===== src/rtl/pcsrx_pkg.sv =====
package pcsrx_pkg;

  localparam int GROUP_W = 5;
  localparam int NIB_W   = 4;
  localparam int TAIL_W  = 3;

  localparam logic [GROUP_W-1:0] CG_IDLE = 5'b11111;
  localparam logic [GROUP_W-1:0] CG_J    = 5'b11000;
  localparam logic [GROUP_W-1:0] CG_K    = 5'b10001;
  localparam logic [GROUP_W-1:0] CG_T    = 5'b01101;
  localparam logic [GROUP_W-1:0] CG_R    = 5'b00111;

  localparam logic [NIB_W-1:0] PRE_NIB = 4'b0101;
  localparam logic [NIB_W-1:0] FC_NIB  = 4'b1110;

  typedef enum logic [1:0] {ST_IDLE, ST_SSD, ST_DATA, ST_END} rxState_t;

  typedef enum logic [2:0] {SEL_ZERO, SEL_PRE, SEL_DATA, SEL_TAIL, SEL_FC} rxdSel_t;

  typedef struct packed {
    logic    dv;
    logic    er;
    rxdSel_t sel;
  } strobe_t;

  typedef struct packed {
    logic holdJ;
    logic lookK;
    logic holdT;
    logic lookR;
    logic holdData;
    logic holdIdle;
    logic tailPend;
  } flags_t;

  // Returns {valid, nibble}; valid is low for every non-data group.
  function automatic logic [NIB_W:0] decodeGroup(input logic [GROUP_W-1:0] g);
    case (g)
      5'b11110: return {1'b1, 4'h0};
      5'b01001: return {1'b1, 4'h1};
      5'b10100: return {1'b1, 4'h2};
      5'b10101: return {1'b1, 4'h3};
      5'b01010: return {1'b1, 4'h4};
      5'b01011: return {1'b1, 4'h5};
      5'b01110: return {1'b1, 4'h6};
      5'b01111: return {1'b1, 4'h7};
      5'b10010: return {1'b1, 4'h8};
      5'b10011: return {1'b1, 4'h9};
      5'b10110: return {1'b1, 4'hA};
      5'b10111: return {1'b1, 4'hB};
      5'b11010: return {1'b1, 4'hC};
      5'b11011: return {1'b1, 4'hD};
      5'b11100: return {1'b1, 4'hE};
      5'b11101: return {1'b1, 4'hF};
      default:  return {1'b0, 4'h0};
    endcase
  endfunction

endpackage


===== src/rtl/pcsrx_ctrl.sv =====
module pcsrx_ctrl
  import pcsrx_pkg::*;
(
  input  logic     clk,
  input  logic     rstN,
  input  flags_t   flags,
  output strobe_t  stb,
  output rxState_t state
);

  rxState_t stateNext;

  always_ff @(posedge clk or negedge rstN) begin
    if (!rstN) state <= ST_IDLE;
    else       state <= stateNext;
  end

  always_comb begin
    stateNext = state;
    stb       = '{dv: 1'b0, er: 1'b0, sel: SEL_ZERO};
    unique case (state)
      ST_IDLE: begin
        if (flags.holdJ && flags.lookK) begin
          stb       = '{dv: 1'b1, er: 1'b0, sel: SEL_PRE};
          stateNext = ST_SSD;
        end else if (flags.holdJ) begin
          stb = '{dv: 1'b0, er: 1'b1, sel: SEL_FC};
        end
      end
      ST_SSD: begin
        stb       = '{dv: 1'b1, er: 1'b0, sel: SEL_PRE};
        stateNext = ST_DATA;
      end
      ST_DATA: begin
        if (flags.holdT && flags.lookR) begin
          stateNext = ST_END;
          if (flags.tailPend) stb = '{dv: 1'b1, er: 1'b0, sel: SEL_TAIL};
        end else if (flags.holdData) begin
          stb = '{dv: 1'b1, er: 1'b0, sel: SEL_DATA};
        end else begin
          stb = '{dv: 1'b1, er: 1'b1, sel: SEL_ZERO};
        end
      end
      ST_END: stateNext = ST_IDLE;
      default: stateNext = ST_IDLE;
    endcase
  end

  AST_END_RETURNS: assert property (@(posedge clk) disable iff (!rstN)
    (state == ST_END) |=> (state == ST_IDLE)) else $error("end slot not followed by idle");

endmodule


===== src/rtl/pcsrx_dp.sv =====
module pcsrx_dp
  import pcsrx_pkg::*;
(
  input  logic               clk,
  input  logic               rstN,
  input  logic [GROUP_W-1:0] rxCode,
  input  logic [TAIL_W-1:0]  tailCount,
  input  logic [NIB_W-1:0]   tailBits,
  input  strobe_t            stb,
  output flags_t             flags,
  output logic               rxDv,
  output logic [NIB_W-1:0]   rxd,
  output logic               rxEr
);

  logic [GROUP_W-1:0] holdCode;
  logic [TAIL_W-1:0]  tailCntReg;
  logic [NIB_W-1:0]   tailBitsReg;
  logic               holdValid;
  logic [NIB_W-1:0]   holdNib;
  logic [NIB_W-1:0]   tailNib;
  logic [NIB_W-1:0]   rxdNext;

  // One-group lookahead: the held group is decided while the next one is on rxCode.
  always_ff @(posedge clk or negedge rstN) begin
    if (!rstN) begin
      holdCode    <= CG_IDLE;
      tailCntReg  <= '0;
      tailBitsReg <= '0;
    end else begin
      holdCode <= rxCode;
      if (rxCode == CG_T) begin
        tailCntReg  <= tailCount;
        tailBitsReg <= tailBits;
      end
    end
  end

  assign {holdValid, holdNib} = decodeGroup(holdCode);

  // Positions at or above the dribble count are padded with ones.
  for (genvar b = 0; b < NIB_W; b++) begin : g_pad
    assign tailNib[b] = (tailCntReg > TAIL_W'(b)) ? tailBitsReg[b] : 1'b1;
  end

  assign flags = '{
    holdJ:    (holdCode == CG_J),
    lookK:    (rxCode == CG_K),
    holdT:    (holdCode == CG_T),
    lookR:    (rxCode == CG_R),
    holdData: holdValid,
    holdIdle: (holdCode == CG_IDLE),
    tailPend: (tailCntReg != '0)
  };

  always_comb begin
    unique case (stb.sel)
      SEL_PRE:  rxdNext = PRE_NIB;
      SEL_DATA: rxdNext = holdNib;
      SEL_TAIL: rxdNext = tailNib;
      SEL_FC:   rxdNext = FC_NIB;
      default:  rxdNext = '0;
    endcase
  end

  always_ff @(posedge clk or negedge rstN) begin
    if (!rstN) begin
      rxDv <= 1'b0;
      rxEr <= 1'b0;
      rxd  <= '0;
    end else begin
      rxDv <= stb.dv;
      rxEr <= stb.er;
      rxd  <= rxdNext;
    end
  end

  AST_PRE_FIRST: assert property (@(posedge clk) disable iff (!rstN)
    $rose(rxDv) |-> (rxd == PRE_NIB)) else $error("frame did not open with preamble");

  AST_FC_CODE: assert property (@(posedge clk) disable iff (!rstN)
    (rxEr && !rxDv) |-> (rxd == FC_NIB)) else $error("false carrier code wrong");

  AST_CLEAN_END: assert property (@(posedge clk) disable iff (!rstN)
    $fell(rxDv) |-> (!rxEr && rxd == '0)) else $error("frame end not clean");

endmodule


===== src/rtl/pcs_rx_decoder.sv =====
module pcs_rx_decoder
  import pcsrx_pkg::*;
(
  input  logic        clk,
  input  logic        rstN,
  input  logic [4:0]  rxCode,
  input  logic [2:0]  tailCount,
  input  logic [3:0]  tailBits,
  output logic        rxDv,
  output logic [3:0]  rxd,
  output logic        rxEr
);

  strobe_t  ctrlStb;
  flags_t   dpFlags;
  rxState_t ctrlState;

  pcsrx_ctrl u_ctrl (
    .clk   (clk),
    .rstN  (rstN),
    .flags (dpFlags),
    .stb   (ctrlStb),
    .state (ctrlState)
  );

  pcsrx_dp u_dp (
    .clk       (clk),
    .rstN      (rstN),
    .rxCode    (rxCode),
    .tailCount (tailCount),
    .tailBits  (tailBits),
    .stb       (ctrlStb),
    .flags     (dpFlags),
    .rxDv      (rxDv),
    .rxd       (rxd),
    .rxEr      (rxEr)
  );

  AST_IDLE_QUIET: assert property (@(posedge clk) disable iff (!rstN)
    (ctrlState == ST_IDLE && dpFlags.holdIdle) |=> (!rxDv && !rxEr && rxd == '0))
    else $error("idle outside frame not quiet");

endmodule


===== config.mk =====
export PLATFORM = sky130hd
export DESIGN_NAME = pcs_rx_decoder
export DESIGN_NICKNAME = d
export VERILOG_FILES = /design/src/rtl/pcsrx_pkg.sv /design/src/rtl/pcsrx_ctrl.sv /design/src/rtl/pcsrx_dp.sv /design/src/rtl/pcs_rx_decoder.sv
export SDC_FILE = /design/constraint.sdc
export NUM_CORES = 1
export LEC_CHECK = 0
export BUFFER_PORTS_ARGS = -buffer_cell sky130_fd_sc_hd__buf_2
export CAP_MARGIN = 20
export CELL_PAD_IN_SITES_DETAIL_PLACEMENT = 1
export CELL_PAD_IN_SITES_GLOBAL_PLACEMENT = 1
export CORE_MARGIN = 1
export CORE_UTILIZATION = 48
export CTS_BUF_LIST = sky130_fd_sc_hd__clkbuf_4 sky130_fd_sc_hd__clkbuf_8
export DETAILED_ROUTE_END_ITERATION = 8
export MAX_ROUTING_LAYER = met4
export PLACE_DENSITY = 0.84
export SLEW_MARGIN = 15
export SYNTH_ARGS = -nofsm -noshare
export SYNTH_HDL_FRONTEND = slang
export SYNTH_SLANG_ARGS = --single-unit

===== constraint.sdc =====
create_clock -name clk -period 4.8 [get_ports clk]
set_clock_uncertainty 0.05 [all_clocks]
set_input_delay 0.96 -clock clk [delete_from_list [all_inputs] [get_ports clk]]
set_output_delay 0.96 -clock clk [all_outputs]
set_load 0.05 [all_outputs]

# == Word-level counts from Yosys, hierarchy flattened ==
# Memories as Yosys holds them, arrays and structs flattened.
# Cells that the tools add are included.
# op_classes
reduce_logical,5
n_eq_ne,14
muxes,14
order_cmp,4
# op_table
op,n
$pmux 4 s4,1
$mux 5,3
$pmux 5 s3,1
$eq 5x4->1 const B,2
$eq 5x5->1 const B,2
$mux 4,2
$pmux 2 s4,1
$eq 3x2->1 const B,2
$gt 3x1->1 const B,2
$gt 3x2->1 const B,2
$eq 5x3->1 const B,1
$eq 2x2->1 const B,2
$mux 1,4
$mux 2,2
$ne 2x1->1 const B,2
$eq 3x1->1 const B,1
$eq 3x3->1 const B,1
$reduce_bool 3->1,1
$eq 2x1->1 const B,1
$logic_and 1x1->1,2
$logic_not 2->1,1
$reduce_and 2->1,1
# totals
elab_cells,45
in_bits,14
mem_count,1
register_bits,20
romBits,160
out_inout_bits,6
# memory_table
memory,words,width,rd,rd_clocked_by_memory_dff,write_ports,line,text
(name not given),32,5,1,0,0,pcsrx_pkg.sv:38,case (g)

# == Depth between registers and ports, before layout ==
# logic_depth
depth_word,6
mapped_depth,9
depth_no_buf,8

# == Cells and area by module ==
# From an unflattened synthesis, not the netlist that was laid out.
# unflattened
cells_unflattened,111
hier_area_um2,1196.1
# modules_own_cells
module,instances,seq_area_each_um2,cells_per_inst,area_each_um2
pcsrx_dp,1,456.7,81,930.9
pcsrx_ctrl,1,50.0,30,265.3

# == Worst setup path after synthesis ==
# No wires, ideal clock.
# synth_path
path_kind,input to register
from,in rxCode[4]
to,reg u_dp.rxd[2]
path_slack_ns,1.988
arrival_time_ns,2.693
stages,6
setup_ns,0.069
required_time_ns,4.681
n_path_buf,0
cell_sequence,nand3b_1 > or4_4 > o21a_1 > or3b_4 > or4_1 > nand3_1
# synth_between
elab_chain_cells,6
elab_cells_between_ends,12
classes_between,eq/ne (6); mux (4); reduce/logical (2)
# synth_lines
item,line,text
"start, declared",pcs_rx_decoder.sv:6,"input logic [4:0] rxCode,"
$eq 5x3->1 / $eq 5x5->1 (equally long branches),"pcsrx_dp.sv:50, pcsrx_dp.sv:48",
"$logic_and 1x1->1, on equally long branches","pcsrx_ctrl.sv:35, pcsrx_ctrl.sv:23",
"$mux 5, on equally long branches","pcsrx_ctrl.sv:35, pcsrx_ctrl.sv:23",
$pmux 5 s3 (*),pcsrx_ctrl.sv:21,unique case (state)
$eq 3x3->1 (tied with other cells),pcsrx_dp.sv:57,unique case (stb.sel)
$pmux 4 s4 (*),pcsrx_dp.sv:57,
named net u_dp.rxdNext[2],pcsrx_dp.sv:22,logic [NIB_W-1:0] rxdNext;
"end signal, assigned",pcsrx_dp.sv:74,rxd <= rxdNext;
"end, declared",pcsrx_dp.sv:12,"output logic [NIB_W-1:0] rxd,"
# The timed path passes the listed nets; every way through them passes the cells marked *.
# A chain may end at the register's enable or synchronous reset.

# == Final worst setup path ==
# layout_path
from,in rxCode[4]
to,reg u_dp.rxd[3]
# Same word-level chain as after synthesis.

==> flow_metrics.py <==
metrics = {
    "status": {
        "status": "complete, no violations",
    },
    "placement": {
        "dp_hpwl_um": 1985,
        "port_buffers": 19,
        "place_area_mm2": 0.001265,
        "gp_congestion": 0.8373,
    },
    "timing": {
        "fmax_mhz": 366.9,
        "slew_viol_final": 0,
        "setup_viol": 0,
        "tns_ns": 0,
        "rsz0062_at_grt": "false",
        "hold_viol": 0,
        "post-route-period-util_pct": 56.79,
        "worstMarginPinSlew_ns": 0.9543,
        "period_needed_ns": 2.726,
        "slew_headroom_pct": 36.25,
    },
    "route": {
        "vias_per_cell": 5.876,
        "drc_errors": 0,
        "dr.pass1.iters": 4,
        "totalWireLength_um": 2548,
        "avgRoutedWirePerCell_um": 16.65,
        "drt_iter0_drc": 5,
        "vias": 899,
        "detail-route-antenna-nets": 0,
    },
    "global_routing": {
        "grt_max_degree": 21,
        "overflow": 0,
        "grt_use_total_pct": 24.02,
        "grt_pass1_wl_um": 4436,
        "grt_pass1_vias": 947,
        "antenna_found_initial": 0,
    },
    "critical_path": {
        "critPathCaptureType": "register",
        "required_ns": 4.99,
        "crit_type": "in -> reg",
        "path_max_fanout": 5,
        "cp_slowest_cell": "or4_4",
        "crit_arrival_ns": 2.92,
        "crit_chain": "buf_2 > nand3b_1 > or4_4 > o21a_1 > or3b_4 > or4b_1 > nand3_1",
        "start_kind": "input port",
        "cp_slowest_stage_delay_ns": 0.55,
    },
    "synthesis": {
        "synth-edff-count": 0,
        "synth_ff_type": "dfrtp_1",
        "netlist_instances": 104,
        "async_flop_share_pct": 100.0,
        "yosys_warnings": 0,
        "avgSynthCellArea_um2": 11.06,
        "syn_area_mm2": 0.001150,
        "synthesis.nets": 125,
        "ys_types": 43,
        "synth-seq-cells": 20,
        "ys_seq_area_share_pct": 44.07,
    },
    "floorplan": {
        "coreArea_mm2": 0.002233,
        "chipWidth_um": 50.95,
        "dieArea_mm2": 0.002595,
        "ios": 20,
        "die_y_um": 50.95,
        "std_cell_rows": 17,
        "start_util_pct": 51.48,
    },
    "pwr": {
        "worst_ir_drop_vdd_mv": 0.2364,
        "switching_share_pct": 40.20,
        "power.switching_uw": 233.3,
        "seqPwrFrac_pct": 41.5,
        "p_int_uw": 347.1,
        "finalPower_uw": 580.4,
        "power.density_mw_per_mm2": 446.0,
        "p_leak_uw": 0.0005869,
        "power_frac_comb_pct": 41.2,
        "clkPwrFrac_pct": 17.2,
    },
    "layout": {
        "area_growth_pct": 13.17,
        "finish.net_count": 147,
        "antenna_cells": 0,
        "drive_gt1_share_pct": 32.00,
        "fin_area_mm2": 0.001301,
    },
    "min_path": {
        "hold_path_class": "reg -> reg",
    },
    "clock_network": {
        "cts_tree": "done",
        "cts_max_level": 1,
        "cts_sinks": 20,
        "cts_made_buffers": 3,
        "postCtsHoldBufs": 0,
        "clockRootBuffer": "clkbuf_4",
        "postCtsSetupRepairBufs": 0,
        "ctsResizeCount": 0,
        "clk_pin_slew_ns": 0.12,
        "clock_path_buffers": 2,
        "clock_latency_ns": 0.30,
    },
    "run": {
        "maxCapViolCount": 0,
    },
}
-- critical path: cells and delay by family --
| kind | cells | cell delay [ns] |
|---|---|---|
| AO/OA/AOI/OAI | 1 | 0.14 |
| buffers and inverters | 1 | 0.11 |
| AND/OR/NAND/NOR | 5 | 1.71 |
-- worst paths after layout --
path / from / to / slack (ns) / cells past startpoint
min in group asynchronous: rstN / u_dp.rxd[3]$_DFF_PN0_ / 0.53 / 1
hold / removal: u_dp.tailBitsReg[1]$_DFFE_PN0N_ / u_dp.tailBitsReg[1]$_DFFE_PN0N_ / 0.49 / 1
setup reg to reg: u_dp.holdCode[3]$_DFF_PN1_ / u_dp.rxd[3]$_DFF_PN0_ / 2.32 / 6
hold reg to reg: u_dp.tailBitsReg[1]$_DFFE_PN0N_ / u_dp.tailBitsReg[1]$_DFFE_PN0N_ / 0.49 / 1
max in group asynchronous: rstN / u_dp.holdCode[0]$_DFF_PN1_ / 3.83 / 1
setup / recovery: rxCode[4] / u_dp.rxd[3]$_DFF_PN0_ / 2.07 / 7
-- layout make-up --
type	count	area, um2
clock buffers	4	36.28
fillers	267	932.1
inverters	5	18.77
multi-input cells	77	609.3
flip-flops and latches	20	506.7
well taps	28	35.03
repair buffers	19	95.09
-- cells in the mapped netlist, types with 2 or more instances --
cell type | instances | share of area (%)
nor3b_1 | 2 | 1.3
mux2_2 | 7 | 6.9
nand3b_1 | 2 | 1.3
dfrtp_1 | 15 | 33
dfstp_2 | 5 | 11
nor2_1 | 5 | 1.6
or3_1 | 2 | 1.1
nand3_1 | 6 | 2.6
nand2b_1 | 3 | 1.6
ha_1 | 7 | 7.6
inv_1 | 5 | 1.6
nor2b_1 | 3 | 1.6
mux2i_1 | 3 | 2.6
o21ai_0 | 2 | 0.87
o311ai_0 | 2 | 1.5
nand2_1 | 5 | 1.6
a21oi_1 | 3 | 1.3
nand4_1 | 2 | 1.1
-- metal layers --
metal / GRT usage, % / share of wire, %
met4: 8.796 / 0.67
met1: 28.41 / 44
met3: 4.464 / 3.3
met2: 40.57 / 52
met5: - / 0
-- layout by cell type, fill, tap and decap left out, types with 2 or more instances in the layout --
master,instances
ha_1,7
mux2_2,7
nand4_1,2
a21oi_1,3
nand2b_1,3
inv_1,5
mux2i_1,3
nor3b_1,2
dfrtp_1,15
or3_1,2
o311ai_0,2
o21ai_0,2
buf_2,19
nor2_1,5
clkbuf_4,3
nand3_1,6
nand3b_1,2
nand2_1,5
dfstp_2,5
nor2b_1,3
-- cells by family after synthesis --
| family | count (synthesis) | synth area share [%] |
|---|---|---|
| AND/OR/NAND/NOR | 42 | 24.48 |
| flip-flops | 20 | 44.07 |
| adder cells (fa/ha/maj) | 7 | 7.617 |
| AO/OA/AOI/OAI | 18 | 11.43 |
| multiplexers | 10 | 9.467 |
| buffers and inverters | 7 | 2.938 |
-- per-stage QoR --
step	instances	util [%]	hold WS [ns]	setup slack (ns)
4_1_cts	153	58.26	0.4863	2.072
3_3_place_gp	149	56.64	0.4341	1.819
5_1_grt	153	58.26	0.5123	1.987
2_1_floorplan	104	-	0.4216	1.988
3_5_place_dp	149	56.64	0.4598	1.748
6_report	153	58.26	0.4857	2.074
-- power groups by stage --
stage	logic (uW)	clock network [uW]	registers [uW]
finish	239	100	241
global placement	229	0	240
CTS	242	104	242
global route	265	107	248
floorplan	129	0	288
detailed placement	239	0	243
-- registers in the layout, summed over array words and instances, names as in the netlist --
signal and cells:
u_dp.rxEr 1, u_dp.rxDv 1, u_ctrl.state 2, u_dp.holdCode 5
u_dp.tailBitsReg 4, u_dp.tailCntReg 3, u_dp.rxd 4
No activity file was read; power rests on OpenSTA's default activity.
